[src/rtl/gpio_port_pkg.sv]
package gpio_port_pkg;
  localparam logic [7:0] A_ID    = 8'h00;
  localparam logic [7:0] A_LEVEL = 8'h10;
  localparam logic [7:0] A_SYS   = 8'h40;
  localparam logic [7:0] A_DIR   = 8'h60;
  localparam logic [7:0] A_TYPE  = 8'h64;
  localparam logic [7:0] A_PULL  = 8'h68;
  localparam logic [7:0] A_SET   = 8'h6C;
  localparam logic [7:0] A_CLR   = 8'h70;

  localparam int SYS_EN_LO = 0;
  localparam int SYS_EN_HI = 3;
  localparam int SYS_RST   = 7;

  function automatic logic lane_hit(input logic [7:0] a, input logic [7:0] base, input int k);
    return a == (base + 8'(k));
  endfunction

  function automatic logic [7:0] chip_id(input logic [6:0] bus_addr);
    return ~{bus_addr, 1'b0};
  endfunction

  function automatic logic [7:0] sys_word(input logic busy, input logic en_lo, input logic en_hi);
    logic [7:0] w;
    w = '0;
    w[SYS_RST]   = busy;
    w[SYS_EN_LO] = en_lo;
    w[SYS_EN_HI] = en_hi;
    return w;
  endfunction

  function automatic logic [7:0] keep_or_write(input logic [7:0] cur, input logic [7:0] d,
                                               input logic [7:0] en);
    return (cur & ~en) | (d & en);
  endfunction
endpackage

[src/rtl/gpio_port_sysctl.sv]
module gpio_port_sysctl
  import gpio_port_pkg::*;
#(
  parameter int BOOT_CYCLES = 16
) (
  input  logic       clk,
  input  logic       rst_n,
  input  logic       wr_en,
  input  logic [7:0] addr,
  input  logic [7:0] wdata,
  output logic       wr_ok,
  output logic       swrst_pulse,
  output logic       busy,
  output logic       en_lo,
  output logic       en_hi
);
  localparam int CW = (BOOT_CYCLES > 1) ? $clog2(BOOT_CYCLES) : 1;

  logic [CW-1:0] cnt;
  logic          sys_wr;
  logic          unused_wbits;

  assign wr_ok        = wr_en & ~busy;
  assign sys_wr       = wr_ok & (addr == A_SYS);
  assign swrst_pulse  = sys_wr & wdata[SYS_RST];
  assign unused_wbits = ^{wdata[6:4], wdata[2:1]};

  always_ff @(posedge clk or negedge rst_n) begin
    if (!rst_n) begin
      busy  <= 1'b0;
      cnt   <= '0;
      en_lo <= 1'b0;
      en_hi <= 1'b0;
    end else if (swrst_pulse) begin
      busy  <= 1'b1;
      cnt   <= CW'(BOOT_CYCLES - 1);
      en_lo <= 1'b0;
      en_hi <= 1'b0;
    end else begin
      if (sys_wr) begin
        en_lo <= wdata[SYS_EN_LO];
        en_hi <= wdata[SYS_EN_HI];
      end
      if (busy) begin
        if (cnt == '0) busy <= 1'b0;
        else           cnt  <= cnt - 1'b1;
      end
    end
  end


  rst_starts_busy_chk: assert property (@(posedge clk) disable iff (!rst_n)
    swrst_pulse |=> busy && !en_lo && !en_hi);

  busy_blocks_wr_chk: assert property (@(posedge clk) disable iff (!rst_n)
    busy |-> !wr_ok);
endmodule

[src/rtl/gpio_port_cfg.sv]
module gpio_port_cfg
  import gpio_port_pkg::*;
#(
  parameter int PIN_COUNT = 24
) (
  input  logic                 clk,
  input  logic                 rst_n,
  input  logic                 clear,
  input  logic                 wr,
  input  logic [7:0]           addr,
  input  logic [7:0]           wdata,
  input  logic [PIN_COUNT-1:0] pin_en,
  output logic [PIN_COUNT-1:0] dir,
  output logic [PIN_COUNT-1:0] typ,
  output logic [PIN_COUNT-1:0] pul,
  output logic [PIN_COUNT-1:0] lvl
);
  localparam int LANES = PIN_COUNT / 8;

  for (genvar k = 0; k < LANES; k++) begin : g_lane
    logic [7:0] dir_r, typ_r, pul_r, lvl_r, en;
    assign en = pin_en[8*k +: 8];

    always_ff @(posedge clk or negedge rst_n) begin
      if (!rst_n) begin
        dir_r <= '0; typ_r <= '0; pul_r <= '0; lvl_r <= '0;
      end else if (clear) begin
        dir_r <= '0; typ_r <= '0; pul_r <= '0; lvl_r <= '0;
      end else if (wr) begin
        if (lane_hit(addr, A_DIR, k))  dir_r <= keep_or_write(dir_r, wdata, en);
        if (lane_hit(addr, A_TYPE, k)) typ_r <= keep_or_write(typ_r, wdata, en);
        if (lane_hit(addr, A_PULL, k)) pul_r <= keep_or_write(pul_r, wdata, en);
        if (lane_hit(addr, A_SET, k))  lvl_r <= lvl_r | (wdata & en);
        if (lane_hit(addr, A_CLR, k))  lvl_r <= lvl_r & ~(wdata & en);
      end
    end

    assign dir[8*k +: 8] = dir_r;
    assign typ[8*k +: 8] = typ_r;
    assign pul[8*k +: 8] = pul_r;
    assign lvl[8*k +: 8] = lvl_r;
  end


  dis_dir_hold_chk: assert property (@(posedge clk) disable iff (!rst_n)
    !$past(clear) |-> ((dir ^ $past(dir)) & ~$past(pin_en)) == '0);

  dis_lvl_hold_chk: assert property (@(posedge clk) disable iff (!rst_n)
    !$past(clear) |-> ((lvl ^ $past(lvl)) & ~$past(pin_en)) == '0);

  clear_wipes_chk: assert property (@(posedge clk) disable iff (!rst_n)
    clear |=> (dir | typ | pul | lvl) == '0);
endmodule

[src/rtl/gpio_port_pad.sv]
module gpio_port_pad #(
  parameter int PIN_COUNT = 24
) (
  input  logic                 clk,
  input  logic                 rst_n,
  input  logic [PIN_COUNT-1:0] pin_en,
  input  logic [PIN_COUNT-1:0] dir,
  input  logic [PIN_COUNT-1:0] typ,
  input  logic [PIN_COUNT-1:0] pul,
  input  logic [PIN_COUNT-1:0] lvl,
  output logic [PIN_COUNT-1:0] pad_oe,
  output logic [PIN_COUNT-1:0] pad_out,
  output logic [PIN_COUNT-1:0] pad_od,
  output logic [PIN_COUNT-1:0] pad_pull_en,
  output logic [PIN_COUNT-1:0] pad_pull_up,
  output logic [PIN_COUNT-1:0] pad_analog
);
  for (genvar n = 0; n < PIN_COUNT; n++) begin : g_pin
    logic is_out;
    assign is_out         = pin_en[n] & dir[n];
    assign pad_od[n]      = is_out & typ[n];
    assign pad_oe[n]      = is_out & (~typ[n] | ~lvl[n]);
    assign pad_out[n]     = is_out & ~typ[n] & lvl[n];
    assign pad_pull_en[n] = pin_en[n] & typ[n] & (~dir[n] | pul[n]);
    assign pad_pull_up[n] = pin_en[n] & typ[n] & pul[n];
    assign pad_analog[n]  = pin_en[n] & ~dir[n] & ~typ[n] & ~pul[n];
  end


  od_never_high_chk: assert property (@(posedge clk) disable iff (!rst_n)
    (pad_od & pad_out) == '0);

  dis_quiet_chk: assert property (@(posedge clk) disable iff (!rst_n)
    ((pad_oe | pad_od | pad_pull_en | pad_analog) & ~pin_en) == '0);
endmodule

[src/rtl/gpio_port_regs.sv]
module gpio_port_regs
  import gpio_port_pkg::*;
#(
  parameter int         PIN_COUNT   = 24,
  parameter int         LOW_GROUP   = 16,
  parameter int         BOOT_CYCLES = 16,
  parameter logic [6:0] BUS_ADDR    = 7'h42
) (
  input  logic                 clk,
  input  logic                 rst_n,
  input  logic                 wr_en,
  input  logic                 rd_en,
  input  logic [7:0]           addr,
  input  logic [7:0]           wdata,
  output logic [7:0]           rdata,
  input  logic [PIN_COUNT-1:0] pin_in,
  output logic [PIN_COUNT-1:0] pad_oe,
  output logic [PIN_COUNT-1:0] pad_out,
  output logic [PIN_COUNT-1:0] pad_od,
  output logic [PIN_COUNT-1:0] pad_pull_en,
  output logic [PIN_COUNT-1:0] pad_pull_up,
  output logic [PIN_COUNT-1:0] pad_analog
);
  localparam int LANES = PIN_COUNT / 8;

  logic                 wr_ok, swrst_pulse, busy, en_lo, en_hi;
  logic [PIN_COUNT-1:0] pin_en, dir, typ, pul, lvl, pin_q;
  logic [7:0]           rd_mux;

  gpio_port_sysctl #(.BOOT_CYCLES(BOOT_CYCLES)) u_sys (
    .clk(clk), .rst_n(rst_n), .wr_en(wr_en), .addr(addr), .wdata(wdata),
    .wr_ok(wr_ok), .swrst_pulse(swrst_pulse), .busy(busy),
    .en_lo(en_lo), .en_hi(en_hi)
  );

  for (genvar n = 0; n < PIN_COUNT; n++) begin : g_en
    if (n < LOW_GROUP) begin : g_lo
      assign pin_en[n] = en_lo;
    end else begin : g_hi
      assign pin_en[n] = en_hi;
    end
  end

  gpio_port_cfg #(.PIN_COUNT(PIN_COUNT)) u_cfg (
    .clk(clk), .rst_n(rst_n), .clear(swrst_pulse), .wr(wr_ok),
    .addr(addr), .wdata(wdata), .pin_en(pin_en),
    .dir(dir), .typ(typ), .pul(pul), .lvl(lvl)
  );

  gpio_port_pad #(.PIN_COUNT(PIN_COUNT)) u_pad (
    .clk(clk), .rst_n(rst_n), .pin_en(pin_en),
    .dir(dir), .typ(typ), .pul(pul), .lvl(lvl),
    .pad_oe(pad_oe), .pad_out(pad_out), .pad_od(pad_od),
    .pad_pull_en(pad_pull_en), .pad_pull_up(pad_pull_up), .pad_analog(pad_analog)
  );

  always_ff @(posedge clk or negedge rst_n) begin
    if (!rst_n) pin_q <= '0;
    else        pin_q <= pin_in;
  end

  always_comb begin
    rd_mux = '0;
    if (addr == A_ID)  rd_mux = chip_id(BUS_ADDR);
    if (addr == A_SYS) rd_mux = sys_word(busy, en_lo, en_hi);
    for (int k = 0; k < LANES; k++) begin
      if (lane_hit(addr, A_LEVEL, k)) rd_mux = pin_q[8*k +: 8];
      if (lane_hit(addr, A_DIR, k))   rd_mux = dir[8*k +: 8];
      if (lane_hit(addr, A_TYPE, k))  rd_mux = typ[8*k +: 8];
      if (lane_hit(addr, A_PULL, k))  rd_mux = pul[8*k +: 8];
    end
  end

  always_ff @(posedge clk or negedge rst_n) begin
    if (!rst_n)     rdata <= '0;
    else if (rd_en) rdata <= rd_mux;
  end


  rdata_hold_chk: assert property (@(posedge clk) disable iff (!rst_n)
    !rd_en |=> $stable(rdata));

  id_read_chk: assert property (@(posedge clk) disable iff (!rst_n)
    (rd_en && addr == A_ID) |=> rdata == ~{BUS_ADDR, 1'b0});
endmodule

[config.mk]
export PLATFORM = sky130hd
export DESIGN_NAME = gpio_port_regs
export DESIGN_NICKNAME = d
export VERILOG_FILES = /design/src/rtl/gpio_port_pkg.sv /design/src/rtl/gpio_port_sysctl.sv /design/src/rtl/gpio_port_cfg.sv /design/src/rtl/gpio_port_pad.sv /design/src/rtl/gpio_port_regs.sv
export SDC_FILE = /design/constraint.sdc
export NUM_CORES = 1
export LEC_CHECK = 0
export ABC_AREA = 1
export BUFFER_PORTS_ARGS = -buffer_cell sky130_fd_sc_hd__buf_4
export CELL_PAD_IN_SITES_DETAIL_PLACEMENT = 0
export CELL_PAD_IN_SITES_GLOBAL_PLACEMENT = 1
export CORE_MARGIN = 10
export CORE_UTILIZATION = 38
export CTS_CLUSTER_SIZE = 8
export DETAILED_ROUTE_END_ITERATION = 8
export PLACE_DENSITY = 0.9
export SYNTH_ARGS = -nofsm -noshare
export SYNTH_HDL_FRONTEND = slang
export SYNTH_SLANG_ARGS = --single-unit
[constraint.sdc]
create_clock -name clk -period 1.7 [get_ports clk]
set_input_delay 0.17 -clock clk [delete_from_list [all_inputs] [get_ports clk]]
set_output_delay 0.17 -clock clk [all_outputs]
set_load 0.05 [all_outputs]
== After elaboration in Yosys (flattened, before gate mapping) ==
Index checks and enable logic that the tools add are counted.
W data, S select, Z words.

* Register bits after elaboration: 135
* Input port bits: 44
* Word-level logic and storage cells: 574
* Output and inout bits: 152

* Equal/unequal tests: 20
* Bitwise gates (word level): 442
* Add/sub/neg operators: 1
* Reduce and logical (&&, ||, !) cells: 30
* Multiplexer cells: 63

{| class="wikitable"
|+ Operators with widths
! cell !! number
|-
| $mux W8 || 52
|-
| $and A1 B1 Y1 || 267
|-
| $eq A8 B7 Y1 const B || 16
|-
| $and A8 B8 Y8 || 14
|-
| $not A1 Y1 || 97
|-
| $or A8 B8 Y8 || 12
|-
| $or A1 B1 Y1 || 48
|-
| $not A8 Y8 || 4
|-
| $reduce_and A2 Y1 || 13
|-
| $eq A8 B5 Y1 const B || 3
|-
| $reduce_bool A2 Y1 || 12
|-
| $mux W4 || 3
|-
| $reduce_bool A3 Y1 || 3
|-
| $logic_not A8 Y1 || 1
|-
| $mux W1 || 7
|-
| $mux W7 || 1
|-
| $logic_not A4 Y1 || 1
|-
| $sub A4 B1 Y4 const B || 1
|-
| $ne A2 B2 Y1 const B || 1
|}

== Longest topological paths before layout ==
* Depth in word-level cells: 15
* Gate-level depth with buffers: 15
* Gate-level depth less buffers: 15

== By module ==
Synthesis repeated with hierarchy kept, for this count alone.

* Cell total of the unflattened synthesis: 1476
* Area total of the unflattened synthesis: 9250.1 µm²

{| class="wikitable"
|+ Modules (own cells, without submodules)
! module !! cells an instance !! sequential area each (µm²) !! times used !! area each (µm²)
|-
| gpio_port_cfg || 772 || 2402.3 || 1 || 5460.2
|-
| gpio_port_regs || 314 || 800.8 || 1 || 2048.2
|-
| gpio_port_pad || 336 || 0.0 || 1 || 1321.3
|-
| gpio_port_sysctl || 54 || 175.2 || 1 || 420.4
|}

== Worst setup path after synthesis ==
No wires, ideal clock.

* Kind: register to output
* From: register u_sys.en_lo
* To: output port pad_analog[0]
* Path buffers: 2
* Required time: 1.530 ns
* Data arrival time: 2.468 ns
* Slack: -0.938 ns
* Stages on the path, launching flop included: 5
* Cells stage by stage: dfrtp_1 > inv_1 > buf_2 > clkbuf_1 > nor4_1

* Cells in the longest elaborated chain, start to end: 3

{| class="wikitable"
|+ RTL lines
! item !! RTL line !! text
|-
| start, declared || gpio_port_sysctl.sv:14 || <nowiki>output logic en_lo,</nowiki>
|-
| start signal, assigned || gpio_port_sysctl.sv:41 || <nowiki>en_lo <= wdata[SYS_EN_LO];</nowiki>
|-
| $and A1 B1 Y1 (3 in series) || gpio_port_pad.sv:26 || <nowiki>assign pad_analog[n] = pin_en[n] & ~dir[n] & ~typ[n] & ~pul[n];</nowiki>
|-
| end, declared || gpio_port_regs.sv:22 || <nowiki>output logic [PIN_COUNT-1:0] pad_analog</nowiki>
|}

No other way between the ends.

== Worst setup path after layout ==
* From: register u_sys.en_lo
* To: output port pad_analog[8]

The elaborated chain is that of the path after synthesis.

==> metrics.md <==
| Metric | Value |
|---|---|
| First-pass GRT wire length | roughly 45000 um |
| GRT overflow | 0 |
| DR pass1 iterations | 5 |
| Worst Setup End Kind | output port |
| FF+latch area | about 3400 um2 |
| Core Area | approximately 19000 um2 |
| Die width | 157 um |
| Row count | 50 |
| Top cells by area, synth | dfrtp_1, nand2_1, inv_1 |
| CTS sink count | around 140 |
| Reg-to-Reg End | u_cfg.g_lane[0].lvl_r[0]$_DFFE_PN0P_ |
| Area of the multi-input gates | 4250 um2 |
| Pin count of the biggest net entering global routing | between 50 and 60 |
| Leakage power | between 5 and 6 nW |
| CTS root buf | clkbuf_16 |
| CP Class | reg -> out |
| Count leader, synth | nand2_1 |
| Final Skew | 7.96 ps |
| CP max FO | 9 |
| I/O Pins | between 150 and 200 |
| EDFF count, synth | 0 |
| Average vias per placed instance | 5.47 |
| TritonCTS clock tree | yes |
| Worst slew margin | 63.3% |
| Final Hold Viols | 0 |
| Routed Antenna Nets | 0 |
| Ys async rst share | 100% |
| HP Start | rd_en |
| Synthesized cell area | a little over 7000 um2 |
| Wire length per cell | ~20 um |
| Synthesized instance count | 929 |
| Sequential share of the synthesized area | between 40% and 50% |
| Vias after detailed routing | between 8000 and 9000 |
| Syn nets | 974 |
| Share of cells above drive strength 1 | ~40% |
| Die Area | between 20000 and 25000 um2 |
| Arr. time, crit path | between 1500 and 2000 ps |
| R2R setup slack | around 80 ps |
| Initial core utilization | 38.5% |
| P&R area growth vs syn | 63.0% |
| Post-synth top area cell | dfrtp_1 |
| Syn. warnings | 0 |
| Endpoints failing setup | 60 |
| Clock Pin Slew Worst Setup and Hold Paths | about 60 ps |
| Post-DP HPWL | 22500 um |
| Worst-Margin Slew | approximately 550 ps |
| Critical Path Source Type | flip-flop |
| Non-Filler Instances | 1466 |
| # fillers | between 1500 and 2000 |
| Top FF cell, synth | dfrtp_1 |
| Post-synth top area share | 47.0% |
| Tot Pwr | roughly 0.012 W |
| FF+latch count, synth | ~140 |
| Post-Place Cells | 1403 |
| Max VDD drop | 775 uV |
| Final wirelength | between 20000 and 30000 um |
| Initial antenna violation count | 0 |
| Max-cap violations | 0 |
| H-Tree Depth | 4 |
| Routability Congestion | slightly above 0.9 |
| Worst-case reg-to-reg path depth | 4 |
| Synth top cells by count | nand2_1, inv_1, dfrtp_1 |
| HP Class | in -> reg |
| Setup TNS | -2180 ps |
| Antenna fix cells | 0 |
| Cell Pwr Density | roughly 1000 nW/um2 |
| I/O Buffers | slightly below 200 |
| Yosys cell types | 37 |
| Outcome | finished with violations |
| Latest clock arrival within the worst-skew pair | approximately 430 ps |
| Starting DRT DRC Count | around 660 |
| Final worst slack | -102 ps |
| DR DRC count | 0 |
| RSZ-0062 raised after global routing | yes |
| Final net count | approximately 1300 |
| Post-layout min period | around 1800 ps |
| FMAX | 555 MHz |
| Die height | between 150 and 200 um |
| TritonCTS Buffers | 17 |
| Dpl ws | -86.7 ps |
| GRT Util Overall | about a quarter |
| CTS Buffer Depth | 2 |
| FF-to-FF Start | u_sys.en_lo$_DFFE_PN0P_ |
| Syn avg cell area | about 7.7 um2 |
| Vias in the first global route | 8163 |
| Failing checks | negative setup slack |
| Slew Limit Fails | 0 |
| Tcrit/Tclk final | 106% |
| WP data required | about 1500 ps |
| Worst hold endpoint | rdata[1]$_DFFE_PN0P_ |
| Hold path cells | 3 |
-- placed cells by master, fill, tap and decap left out, types with 25 or more instances in the layout --
cell type	count
nand2_1	198
nor2_2	41
buf_6	64
buf_4	188
inv_1	133
dlygate4sd3_1	25
nor2_1	46
a21oi_2	33
o22ai_1	72
dfrtp_1	127
o21ai_0	41
-- report_power, final --
| part | total, W | internal (W) | leakage (nW) | switching (W) |
|---|---|---|---|---|
| Clock | 0.00386 | 0.00245 | 0.295 | 0.00141 |
| Combinational | 0.00408 | 0.00127 | 4.12 | 0.00281 |
| Sequential | 0.00382 | 0.00344 | 1.40 | 0.000384 |
| Total | 0.0118 | 0.00715 | 5.81 | 0.00460 |
-- final cells by class --
cell class,count,share of cell area [%]
multi-input combinational,629,36.3
sequential,135,28.9
timing repair buffer,288,22.2
inverter,149,4.85
clock buffer,23,4.17
tap,234,2.50
clock inverter,8,1.03
-- critical path, stage by stage, from the launching register on --
cell	delay, ps
dfrtp_2	460
inv_4	70
buf_12	160
nor4_4	300
buf_6	210
-- cell families (layout without fill, tap and decap cells) --
group           Yosys count  count (layout)  share of synthesized area (%)
buf+inv                 165             468                           8.94
fa+ha+maj                 1               1                          0.174
compound gates          216             216                           18.5
simple gates            412             412                           25.4
flops                   135             135                           47.0
-- timing repair --
action / in CTS / in global routing
cloned: 0 / 1
resized for setup: 60 / 54
hold buffers: 25 / 0
hold endpoints to repair: 74 / 0
pin swaps: 6 / 10
buffers inserted: 3 / 3
endpoints found under the setup margin: 138 / 159
-- worst max path at each step --
stage | from | to | slack [ps]
after floorplan | u_sys.en_lo$_DFFE_PN0P_ | pad_od[2] | -250
after global placement | addr[7] | rdata[7]$_DFFE_PN0P_ | -80
after detailed placement | addr[7] | rdata[7]$_DFFE_PN0P_ | -90
after CTS | u_sys.en_lo$_DFFE_PN0P_ | pad_analog[8] | -90
after global routing | u_sys.en_lo$_DFFE_PN0P_ | pad_analog[8] | -140
final | u_sys.en_lo$_DFFE_PN0P_ | pad_analog[8] | -100
-- flip-flops by register name (all words and copies together), names as in the netlist --
register	flops
u_cfg.g_lane.lvl_r	24
u_cfg.g_lane.typ_r	24
u_sys.busy	1
rdata	8
u_sys.en_lo	1
u_sys.en_hi	1
u_cfg.g_lane.dir_r	24
u_sys.cnt	4
pin_q	24
u_cfg.g_lane.pul_r	24
-- layer usage --
| layer | track usage [%] | share of wire [%] |
|---|---|---|
| met1 | 29.7 | 42 |
| met2 | 37.7 | 48 |
| met3 | 4.91 | 6.9 |
| met4 | 9.31 | 2.7 |
| met5 | 0 | 0 |
-- stage by stage --
stage	utilization, %	hold slack, ps	cell area [um2]
finish	62.8	36.0	11700
global placement	56.0	182	10400
CTS	61.7	19.7	11500
detailed placement	56.0	177	10400
floorplan	-	-126	8220
global route	62.8	42.8	11700
Power figures use the tool's default switching activity.
